## src/rtl/pp_strobe_pkg.sv

```systemverilog
package pp_strobe_pkg;
  typedef enum logic [1:0] {
    ST_IDLE   = 2'd0,
    ST_SETUP  = 2'd1,
    ST_STROBE = 2'd2
  } xfer_state_t;

  localparam logic [1:0] ADDR_TIMING = 2'd0;
  localparam logic [1:0] ADDR_OPCTL  = 2'd1;
  localparam logic [1:0] ADDR_XCTL   = 2'd2;
  localparam logic [1:0] ADDR_DATA   = 2'd3;

  localparam int TIM_WIDTH_LSB = 8;
  localparam int TIM_TEST_BIT  = 15;
  localparam int OP_SRST_BIT   = 7;
  localparam int OP_IDLE_BIT   = 3;
  localparam int XC_DIR_BIT    = 3;
  localparam int XC_BUSY_BIT   = 2;
  localparam int XC_ACK_BIT    = 1;
  localparam int XC_STB_BIT    = 0;
endpackage

```

## src/rtl/pp_sync.sv

```systemverilog
module pp_sync #(
  parameter int W      = 2,
  parameter int STAGES = 2
) (
  input  logic         clk,
  input  logic         rst,
  input  logic [W-1:0] din,
  output logic [W-1:0] dout
);
  logic [W-1:0] stg [STAGES];

  for (genvar i = 0; i < STAGES; i++) begin : g_stage
    if (i == 0) begin : g_first
      always_ff @(posedge clk) begin
        if (rst) stg[0] <= '0;
        else     stg[0] <= din;
      end
    end else begin : g_next
      always_ff @(posedge clk) begin
        if (rst) stg[i] <= '0;
        else     stg[i] <= stg[i-1];
      end
    end
  end

  assign dout = stg[STAGES-1];
endmodule

```

## src/rtl/pp_xfer_fsm.sv

```systemverilog
module pp_xfer_fsm
  import pp_strobe_pkg::*;
#(
  parameter int DATA_W = 8,
  parameter int CNT_W  = 7
) (
  input  logic              clk,
  input  logic              rst,
  input  logic              srst,
  input  logic              start,
  input  logic [DATA_W-1:0] start_data,
  input  logic [CNT_W-1:0]  setup_cnt,
  input  logic [CNT_W-1:0]  width_cnt,
  output logic [DATA_W-1:0] data_q,
  output logic              strobe_q,
  output xfer_state_t       state_q,
  output logic [CNT_W-1:0]  cnt_q
);
  localparam logic [CNT_W-1:0] ONE = CNT_W'(1);

  function automatic logic [CNT_W-1:0] at_least_one(input logic [CNT_W-1:0] v);
    return (v == '0) ? ONE : v;
  endfunction

  always_ff @(posedge clk) begin
    if (rst) begin
      state_q  <= ST_IDLE;
      cnt_q    <= '0;
      strobe_q <= 1'b0;
      data_q   <= '0;
    end else if (srst) begin
      state_q  <= ST_IDLE;
      cnt_q    <= '0;
      strobe_q <= 1'b0;
    end else begin
      unique case (state_q)
        ST_IDLE: begin
          if (start) begin
            state_q <= ST_SETUP;
            cnt_q   <= at_least_one(setup_cnt);
            data_q  <= start_data;
          end
        end
        ST_SETUP: begin
          if (cnt_q <= ONE) begin
            state_q  <= ST_STROBE;
            cnt_q    <= at_least_one(width_cnt);
            strobe_q <= 1'b1;
          end else begin
            cnt_q <= cnt_q - ONE;
          end
        end
        ST_STROBE: begin
          if (cnt_q <= ONE) begin
            state_q  <= ST_IDLE;
            cnt_q    <= '0;
            strobe_q <= 1'b0;
          end else begin
            cnt_q <= cnt_q - ONE;
          end
        end
        default: begin
          state_q  <= ST_IDLE;
          strobe_q <= 1'b0;
        end
      endcase
    end
  end
endmodule

```

## src/rtl/pp_regs.sv

```systemverilog
module pp_regs
  import pp_strobe_pkg::*;
#(
  parameter int DATA_W = 8,
  parameter int CNT_W  = 7,
  parameter int REG_W  = 16
) (
  input  logic              clk,
  input  logic              rst,
  input  logic [1:0]        addr,
  input  logic              wr_en,
  input  logic [REG_W-1:0]  wdata,
  output logic [REG_W-1:0]  rdata,
  input  xfer_state_t       st,
  input  logic [CNT_W-1:0]  cnt,
  input  logic [DATA_W-1:0] data_q,
  input  logic              strobe_q,
  input  logic              ack_s,
  input  logic              busy_s,
  output logic [CNT_W-1:0]  setup_cnt,
  output logic [CNT_W-1:0]  width_cnt,
  output logic              srst,
  output logic              dir_in,
  output logic              start,
  output logic [DATA_W-1:0] start_data
);
  logic             test_mode;
  logic [REG_W-1:0] rd_next;

  always_ff @(posedge clk) begin
    if (rst) begin
      setup_cnt <= '0;
      width_cnt <= '0;
      test_mode <= 1'b0;
      srst      <= 1'b0;
      dir_in    <= 1'b0;
    end else if (wr_en) begin
      unique case (addr)
        ADDR_TIMING: begin
          setup_cnt <= wdata[CNT_W-1:0];
          width_cnt <= wdata[TIM_WIDTH_LSB +: CNT_W];
          test_mode <= wdata[TIM_TEST_BIT];
        end
        ADDR_OPCTL: srst   <= wdata[OP_SRST_BIT];
        ADDR_XCTL:  dir_in <= wdata[XC_DIR_BIT];
        default: ;
      endcase
    end
  end

  assign start      = wr_en && (addr == ADDR_DATA) && (st == ST_IDLE) && !dir_in && !srst;
  assign start_data = wdata[DATA_W-1:0];

  always_comb begin
    rd_next = '0;
    unique case (addr)
      ADDR_TIMING: begin
        rd_next[TIM_TEST_BIT] = test_mode;
        if (test_mode) begin
          rd_next[CNT_W-1:0]               = (st == ST_SETUP)  ? cnt : '0;
          rd_next[TIM_WIDTH_LSB +: CNT_W]  = (st == ST_STROBE) ? cnt : '0;
        end else begin
          rd_next[CNT_W-1:0]               = setup_cnt;
          rd_next[TIM_WIDTH_LSB +: CNT_W]  = width_cnt;
        end
      end
      ADDR_OPCTL: begin
        rd_next[OP_SRST_BIT] = srst;
        rd_next[OP_IDLE_BIT] = (st == ST_IDLE);
      end
      ADDR_XCTL: begin
        rd_next[XC_DIR_BIT]  = dir_in;
        rd_next[XC_BUSY_BIT] = busy_s;
        rd_next[XC_ACK_BIT]  = ack_s;
        rd_next[XC_STB_BIT]  = strobe_q;
      end
      default: rd_next[DATA_W-1:0] = data_q;
    endcase
  end

  always_ff @(posedge clk) begin
    if (rst) rdata <= '0;
    else     rdata <= rd_next;
  end
endmodule

```

## src/rtl/pp_strobe_gen.sv

```systemverilog
module pp_strobe_gen
  import pp_strobe_pkg::*;
#(
  parameter int DATA_W      = 8,
  parameter int CNT_W       = 7,
  parameter int REG_W       = 16,
  parameter int SYNC_STAGES = 2
) (
  input  logic              clk,
  input  logic              rst,
  input  logic [1:0]        reg_addr,
  input  logic              reg_wr_en,
  input  logic [REG_W-1:0]  reg_wdata,
  output logic [REG_W-1:0]  reg_rdata,
  output logic [DATA_W-1:0] pp_data_out,
  output logic              pp_strobe,
  output logic              pp_drv_en,
  input  logic              pp_ack_in,
  input  logic              pp_busy_in
);
  localparam int PIN_W = 2;

  xfer_state_t       xfer_st;
  logic [CNT_W-1:0]  phase_cnt;
  logic [CNT_W-1:0]  setup_cnt;
  logic [CNT_W-1:0]  width_cnt;
  logic              srst_q;
  logic              dir_in;
  logic              start;
  logic [DATA_W-1:0] start_data;
  logic [PIN_W-1:0]  pins_s;

  pp_sync #(.W(PIN_W), .STAGES(SYNC_STAGES)) u_sync (
    .clk  (clk),
    .rst  (rst),
    .din  ({pp_busy_in, pp_ack_in}),
    .dout (pins_s)
  );

  pp_regs #(.DATA_W(DATA_W), .CNT_W(CNT_W), .REG_W(REG_W)) u_regs (
    .clk        (clk),
    .rst        (rst),
    .addr       (reg_addr),
    .wr_en      (reg_wr_en),
    .wdata      (reg_wdata),
    .rdata      (reg_rdata),
    .st         (xfer_st),
    .cnt        (phase_cnt),
    .data_q     (pp_data_out),
    .strobe_q   (pp_strobe),
    .ack_s      (pins_s[0]),
    .busy_s     (pins_s[1]),
    .setup_cnt  (setup_cnt),
    .width_cnt  (width_cnt),
    .srst       (srst_q),
    .dir_in     (dir_in),
    .start      (start),
    .start_data (start_data)
  );

  pp_xfer_fsm #(.DATA_W(DATA_W), .CNT_W(CNT_W)) u_fsm (
    .clk        (clk),
    .rst        (rst),
    .srst       (srst_q),
    .start      (start),
    .start_data (start_data),
    .setup_cnt  (setup_cnt),
    .width_cnt  (width_cnt),
    .data_q     (pp_data_out),
    .strobe_q   (pp_strobe),
    .state_q    (xfer_st),
    .cnt_q      (phase_cnt)
  );

  assign pp_drv_en = ~dir_in;
endmodule

```

## config.mk

```make
export PLATFORM = sky130hd
export DESIGN_NAME = pp_strobe_gen
export DESIGN_NICKNAME = d
export VERILOG_FILES = /design/src/rtl/pp_strobe_pkg.sv /design/src/rtl/pp_sync.sv /design/src/rtl/pp_xfer_fsm.sv /design/src/rtl/pp_regs.sv /design/src/rtl/pp_strobe_gen.sv
export SDC_FILE = /design/constraint.sdc
export NUM_CORES = 1
export LEC_CHECK = 0
export BUFFER_PORTS_ARGS = -buffer_cell sky130_fd_sc_hd__buf_2
export CORE_UTILIZATION = 59
export DETAILED_ROUTE_END_ITERATION = 10
export GPL_ROUTABILITY_DRIVEN = 0
export PLACE_DENSITY = 0.84
export SYNTH_ARGS = -nofsm -noshare
export SYNTH_HDL_FRONTEND = slang
export SYNTH_SLANG_ARGS = --single-unit
```

## constraint.sdc

```tcl
create_clock -name clk -period 5.45 [get_ports clk]
set_clock_uncertainty 0.15 [all_clocks]
set_input_delay 0.2725 -clock clk [delete_from_list [all_inputs] [get_ports clk]]
set_output_delay 0.2725 -clock clk [all_outputs]
set_load 0.01 [all_outputs]
```

# Word level (Yosys, flattened, before mapping)
# Memory sizes are Yosys's and may differ from the RTL's.
# Cells that the tools add are included.
op_classes:
  n_lt_le_gt_ge: 1
  muxes: 26
  reduce_logical: 22
  n_bitwise: 6
  eq_ne: 8
  add_sub_neg: 1
op_table:
  columns: ["op", "n"]
  rows:
  - ["2-to-1 mux 7 bit", 9]
  - ["one-hot mux 7 bit (3 select lines)", 1]
  - ["logical NOT 7 bit", 2]
  - ["2-to-1 mux 2 bit", 5]
  - ["one-hot mux 3 bit (3 select lines)", 1]
  - ["AND reduction 3 bit", 3]
  - ["AND reduction 2 bit", 4]
  - ["OR reduction 2 bit", 4]
  - ["less-or-equal comparator 7 x 1 -> 1 bit, second input constant", 1]
  - ["subtractor 7 x 1 -> 7 bit, second input constant", 1]
  - ["== test 2 bit, second input constant", 3]
  - ["one-hot mux 1 bit (3 select lines)", 2]
  - ["one-hot mux 2 bit (3 select lines)", 1]
  - ["one-hot mux 3 bit (2 select lines)", 1]
  - ["2-to-1 mux 1 bit", 5]
  - ["== test 2 x 1 -> 1 bit, second input constant", 2]
  - ["logical AND 1 bit", 4]
  - ["logical NOT 2 bit", 2]
  - ["!= test 2 x 1 -> 1 bit, second input constant", 2]
  - ["NOT 1 bit", 4]
  - ["nonzero test 3 bit", 1]
  - ["logical NOT 1 bit", 2]
  - ["!= test 2 bit, second input constant", 1]
  - ["OR 1 bit", 2]
  - ["one-hot mux 1 bit (2 select lines)", 1]
totals:
  ramBits: 4
  output_inout_bits: 26
  register_bits: 51
  memories: 1
memory_table:
  columns: ["memory", "depth", "word_bits", "read_ports", "rd_ports_with_merged_regs", "write_ports", "line", "text"]
  rows:
  - ["u_sync.stg", 2, 2, 2, 0, 2, "pp_sync.sv:10", "logic [W-1:0] stg [STAGES];"]

# Depth between registers and ports, before layout
depth:
  ltp_word: 7
  ltp_mapped: 7

# By module
# A second synthesis with hierarchy kept.
hier_totals:
  hier_cells: 315
  hier_area_um2: 2675.1
by_module_without_submodules:
  columns: ["module", "seq_area_each_um2", "instances", "area_each_um2", "cells_each"]
  rows:
  - ["pp_regs", 660.6, 1, 1412.6, 168]
  - ["pp_xfer_fsm", 360.3, 1, 1153.6, 138]
  - ["pp_sync", 80.1, 1, 105.1, 8]
  - ["pp_strobe_gen", 0.0, 1, 3.8, 1]

# Least setup slack after synthesis
# No wires, ideal clock.
synth_timing:
  path_kind: "register to register"
  startpoint: "reg u_fsm.cnt_q[2]"
  endpoint: "reg u_fsm.cnt_q[3]"
  arrival_ns: 1.859
  setup_slack_ns: 3.318
  synth_period_minus_slack_ns: 2.132
  required_ns: 5.177
  setup_time_ns: 0.123
  stages_incl_launch_ff: 7
  n_path_buf: 2
  path_cell_list: "dfxtp_1 > buf_6 > or4_4 > buf_6 > o41a_4 > o311ai_4 > a21oi_2"
synth_via:
  elab_chain_cells: 3
synth_rtl:
  columns: ["element", "line", "text"]
  rows:
  - ["from (decl)", "pp_xfer_fsm.sv:17", "output logic [CNT_W-1:0] cnt_q"]
  - ["from (signal assigned)", "pp_xfer_fsm.sv:40", "cnt_q <= at_least_one(setup_cnt);"]
  - ["from (signal assigned)", "pp_xfer_fsm.sv:47", "cnt_q <= at_least_one(width_cnt);"]
  - ["from (signal assigned)", "pp_xfer_fsm.sv:50", "cnt_q <= cnt_q - ONE;"]
  - ["subtractor 7 x 1 -> 7 bit or less-or-equal comparator 7 x 1 -> 1 bit (tied branches)", null, null]
  - ["2-to-1 mux 7 bit, on equally long branches", "pp_xfer_fsm.sv:54, pp_xfer_fsm.sv:45", null]
  - ["one-hot mux 7 bit (3 select lines) (*)", "pp_xfer_fsm.sv:36", "unique case (state_q)"]
# Every way passes the cells marked *; elsewhere a longest branch is shown, timed or not.
# A chain may end at the register's enable or synchronous reset.

# Final worst setup path
layout_timing:
  startpoint: "reg u_fsm.state_q[0]"
  endpoint: "reg u_fsm.cnt_q[6]"
layout_via:
  elab_chain_cells: 6
layout_rtl:
  columns: ["element", "line", "text"]
  rows:
  - ["from (decl)", "pp_xfer_fsm.sv:16", "output xfer_state_t state_q,"]
  - ["from (signal assigned)", "pp_xfer_fsm.sv:27", "state_q <= ST_IDLE;"]
  - ["from (signal assigned)", "pp_xfer_fsm.sv:32", "state_q <= ST_IDLE;"]
  - ["from (signal assigned)", "pp_xfer_fsm.sv:39", "state_q <= ST_SETUP;"]
  - ["logical NOT 2 bit", "pp_xfer_fsm.sv:36, pp_regs.sv:51", null]
  - ["logical AND 1 bit (3 in a row)", "pp_regs.sv:51", "assign start = wr_en && (addr == ADDR_DATA) && (st == ST_IDLE) && !dir_in && !srst;"]
  - ["!= test 2 bit (no source line)", null, null]
  - ["AND reduction 2 bit (no source line)", null, null]
  - ["to (signal assigned)", "pp_xfer_fsm.sv:47", null]
  - ["to (signal assigned)", "pp_xfer_fsm.sv:50", null]
  - ["to (signal assigned)", "pp_xfer_fsm.sv:59", "cnt_q <= cnt_q - ONE;"]
# Several ways; a longest one is shown, not always the timed one.

==> flow_metrics.py <==
metrics = {
    "sta": {
        "setup_ws_ns": 2.97,
        "fin_setup_tns_ns": 0,
        "setup_violations": 0,
        "maxSlewHeadroom_pct": 46.6,
        "post-route-min-period_ns": 2.48,
        "tightest_slew_ns": 0.801,
        "fin_crit_sh_pct": 45.5,
        "finalHoldViolations": 0,
        "grt_setup_unrepaired": "no",
        "drv_slew": 0,
        "max_freq_mhz": 404,
    },
    "placement": {
        "place_area_sq_um": 2840,
        "io_buffers": 48,
        "place_hpwl_mm": 4.30,
        "pre_cts_slack_ns": 3.07,
    },
    "synthesis": {
        "syn_inst": 316,
        "yosys_warnings": 0,
        "ys_seq_area_share_pct": 41.6,
        "muxShareOfSynthArea_pct": 5.44,
        "synth-simple-area-share_pct": 21.0,
        "synthTopCellsByArea": "dfxtp_1, nand2_1, a21oi_1",
        "ys.flop_type": "dfxtp_1",
        "ys_ff_latch": 55,
        "synth_top_family_by_area": "compound AO/OA/AOI/OAI gates",
        "synthArstFlopShare_pct": 0,
        "synth-xor-area-share_pct": 0.662,
        "synth-adder-area-share_pct": 3.78,
        "synth_compound_area_share_pct": 21.5,
        "synth_cell_types": 53,
        "syn_area_sq_um": 2650,
        "synth_edf_count": 0,
        "synth_top_area_share_pct": 41.6,
        "synth.avg_cell_area_sq_um": 8.37,
        "synth_top_area_cell": "dfxtp_1",
        "syn_nets": 347,
    },
    "die": {
        "coreArea_sq_um": 4140,
        "ios": 49,
        "die_area_sq_um": 4760,
        "fp.dieW_um": 69.0,
        "die_h_um": 69.0,
        "start_util_pct": 63.9,
        "std_cell_rows": 23,
    },
    "grt": {
        "grt_pass1_vias": 2067,
        "grt_first_pass_wirelength_mm": 9.54,
        "grt_max_degree": 41,
        "grt_usage_pct": 27.5,
        "grt_overflow": 0,
        "antenna_found_initial": 0,
    },
    "worst_setup_path": {
        "slowest_stage": "or4b_2",
        "start_kind": "flop",
        "critPathMaxFanout": 12,
        "r2r_start": "u_fsm.state_q[0]",
        "endpoint": "u_fsm.cnt_q[6]",
        "required_ns": 5.54,
        "end_kind": "flop",
        "path_class": "reg -> reg",
        "worstPathArrival_ns": 2.56,
        "timing.rr.end": "u_fsm.cnt_q[6]",
        "r2r_slack_ns": 2.97,
        "path_cells": "ha_1, or4b_2, o22ai_1, o21ai_0, a31oi_1",
        "cp_slowest_stage_delay_ns": 0.66,
        "ff2ff_path_depth": 5,
        "cp-startpoint": "u_fsm.state_q[0]",
    },
    "power_and_ir_drop": {
        "intPower_mw": 0.789,
        "p_per_area_nw_per_um2": 437,
        "pwr-share-comb_pct": 39.1,
        "p_switching_mw": 0.498,
        "clkPwrFrac_pct": 20.1,
        "swShare_pct": 38.7,
        "p_leak_nw": 1.20,
        "ir_worst_vdd_mv": 0.223,
        "seq_power_share_pct": 40.8,
        "p_total_mw": 1.29,
    },
    "min_path": {
        "whs_path_depth": 2,
        "hp-class": "in -> reg",
    },
    "clock_network": {
        "cts_setup_buffers": 0,
        "clock_path_buffers": 2,
        "cts.sinks": 55,
        "clk_latency_ns": 0.30,
        "cts_resized": 0,
        "clk_pin_slew_ns": 0.09,
        "cts_max_level": 2,
        "cts_root_buf": "clkbuf_8",
        "cts_buffers": 5,
        "cts_tree": "built",
        "cts_hold_buf": 0,
    },
    "drt": {
        "routed_wl_mm": 6.09,
        "vias": 2370,
        "drcViolationCount": 0,
        "vias_per_cell": 5.97,
        "drt_iter0_drc": 307,
        "ant_nets": 0,
        "wl_per_cell_um": 15.3,
        "firstDrtPassIters": 4,
    },
    "finish": {
        "num-nets-final": 378,
        "fillers": 347,
        "drive_gt1_share_pct": 18.7,
        "stdcell_area_sq_um": 2940,
        "area_growth_syn_to_layout_pct": 11.3,
        "fin_util_pct": 71.0,
        "antennaDiodeCount": 0,
    },
    "status": {
        "outcome": "finished, final reports clean",
    },
    "flow_run": {
        "cap_violations": 0,
    },
}
-- metrics by stage --
stage | hold slack (ns) | instances
after detailed placement | 0.294 | 390
after CTS | 0.0318 | 397
after global routing | 0.0357 | 397
after floorplan | 0.251 | 316
final | 0.0277 | 397
after global placement | 0.267 | 390
-- routing by layer --
metal  GRT usage (%)  vias to the layer above  routed length (um)
met5               0                        -                   0
met4            7.65                        0                  58
met3            5.43                        7                 425
met2            45.5                       90                2900
met1            36.1                     1106                2710
li1                -                     1167                   -
-- Yosys cell counts, drive strengths merged (5+ instances only) --
library cell	n
nand2	39
dfxtp	55
mux2i	11
o211ai	5
clkbuf	20
a22oi	6
a21oi	27
nand2b	6
nor2b	6
nand3	18
nor2	25
inv	14
nor4	5
a31oi	6
o21ai	14
ha	8
-- power groups by stage --
stage	sequential (mW)	combinational, mW	clock [mW]
after floorplan	0.490	0.444	0
after global placement	0.526	0.472	0
after detailed placement	0.530	0.491	0
after CTS	0.521	0.496	0.261
after global routing	0.531	0.548	0.274
final	0.525	0.503	0.259
-- cell usage in the layout (no fill, tap or decap), types with 3 or more instances in the layout --
| master | instances |
|---|---|
| a21oi_1 | 26 |
| nor2b_1 | 6 |
| nand2_1 | 39 |
| or3_1 | 3 |
| nand3_1 | 18 |
| dfxtp_1 | 55 |
| nor2_1 | 25 |
| inv_1 | 14 |
| a31oi_1 | 6 |
| mux2i_1 | 11 |
| mux2_2 | 3 |
| nor4_1 | 5 |
| a22oi_1 | 6 |
| buf_2 | 48 |
| nand2b_1 | 6 |
| nor3_1 | 3 |
| o211ai_1 | 5 |
| o21ai_0 | 14 |
| clkbuf_8 | 5 |
| a211oi_1 | 4 |
| ha_1 | 8 |
-- state kept, by name, indices dropped and copies added, names as in the netlist --
name,flops
u_fsm.cnt_q,7
u_regs.test_mode,1
u_regs.width_cnt,7
u_regs.srst,1
u_fsm.data_q,8
u_regs.dir_in,1
u_regs.rdata,16
u_fsm.strobe_q,1
u_fsm.state_q,2
u_regs.setup_cnt,7
u_sync.stg,4
-- final cells by class --
cell class | count | area, sq um | share of cell area (%)
repair buffers | 48 | 240 | 8.16
inverters | 14 | 52.6 | 1.78
clock inverters | 1 | 30.0 | 1.02
flip-flops and latches | 55 | 1100 | 37.4
multi-input cells | 223 | 1390 | 47.0
well taps | 50 | 62.6 | 2.12
clock buffers | 6 | 72.6 | 2.46
-- critical path, delay by kind of cell, from the launching register on --
family | cells | cell delay, ns
AOI/OAI and AO/OA | 3 | 1.01
adders and majority gates | 1 | 0.25
DFF | 1 | 0.36
and+or+nand+nor | 1 | 0.66
-- cell families after synthesis --
kind of cell               after synthesis
DFF                                     55
xor gates and xnor gates                 2
muxes                                   14
AOI/OAI and AO/OA                       83
adders and majority gates                8
and+or+nand+nor                        116
buffers and inverters                   38
-- worst min path at each step --
stage / startpoint / end
global route: pp_busy_in / u_sync.stg[0][1]
detailed placement: u_sync.stg[0][1] / u_sync.stg[1][1]
finish: pp_busy_in / u_sync.stg[0][1]
floorplan: pp_ack_in / u_sync.stg[0][0]
CTS: pp_busy_in / u_sync.stg[0][1]
global placement: u_sync.stg[0][1] / u_sync.stg[1][1]
(Power assumes the default switching activity.)
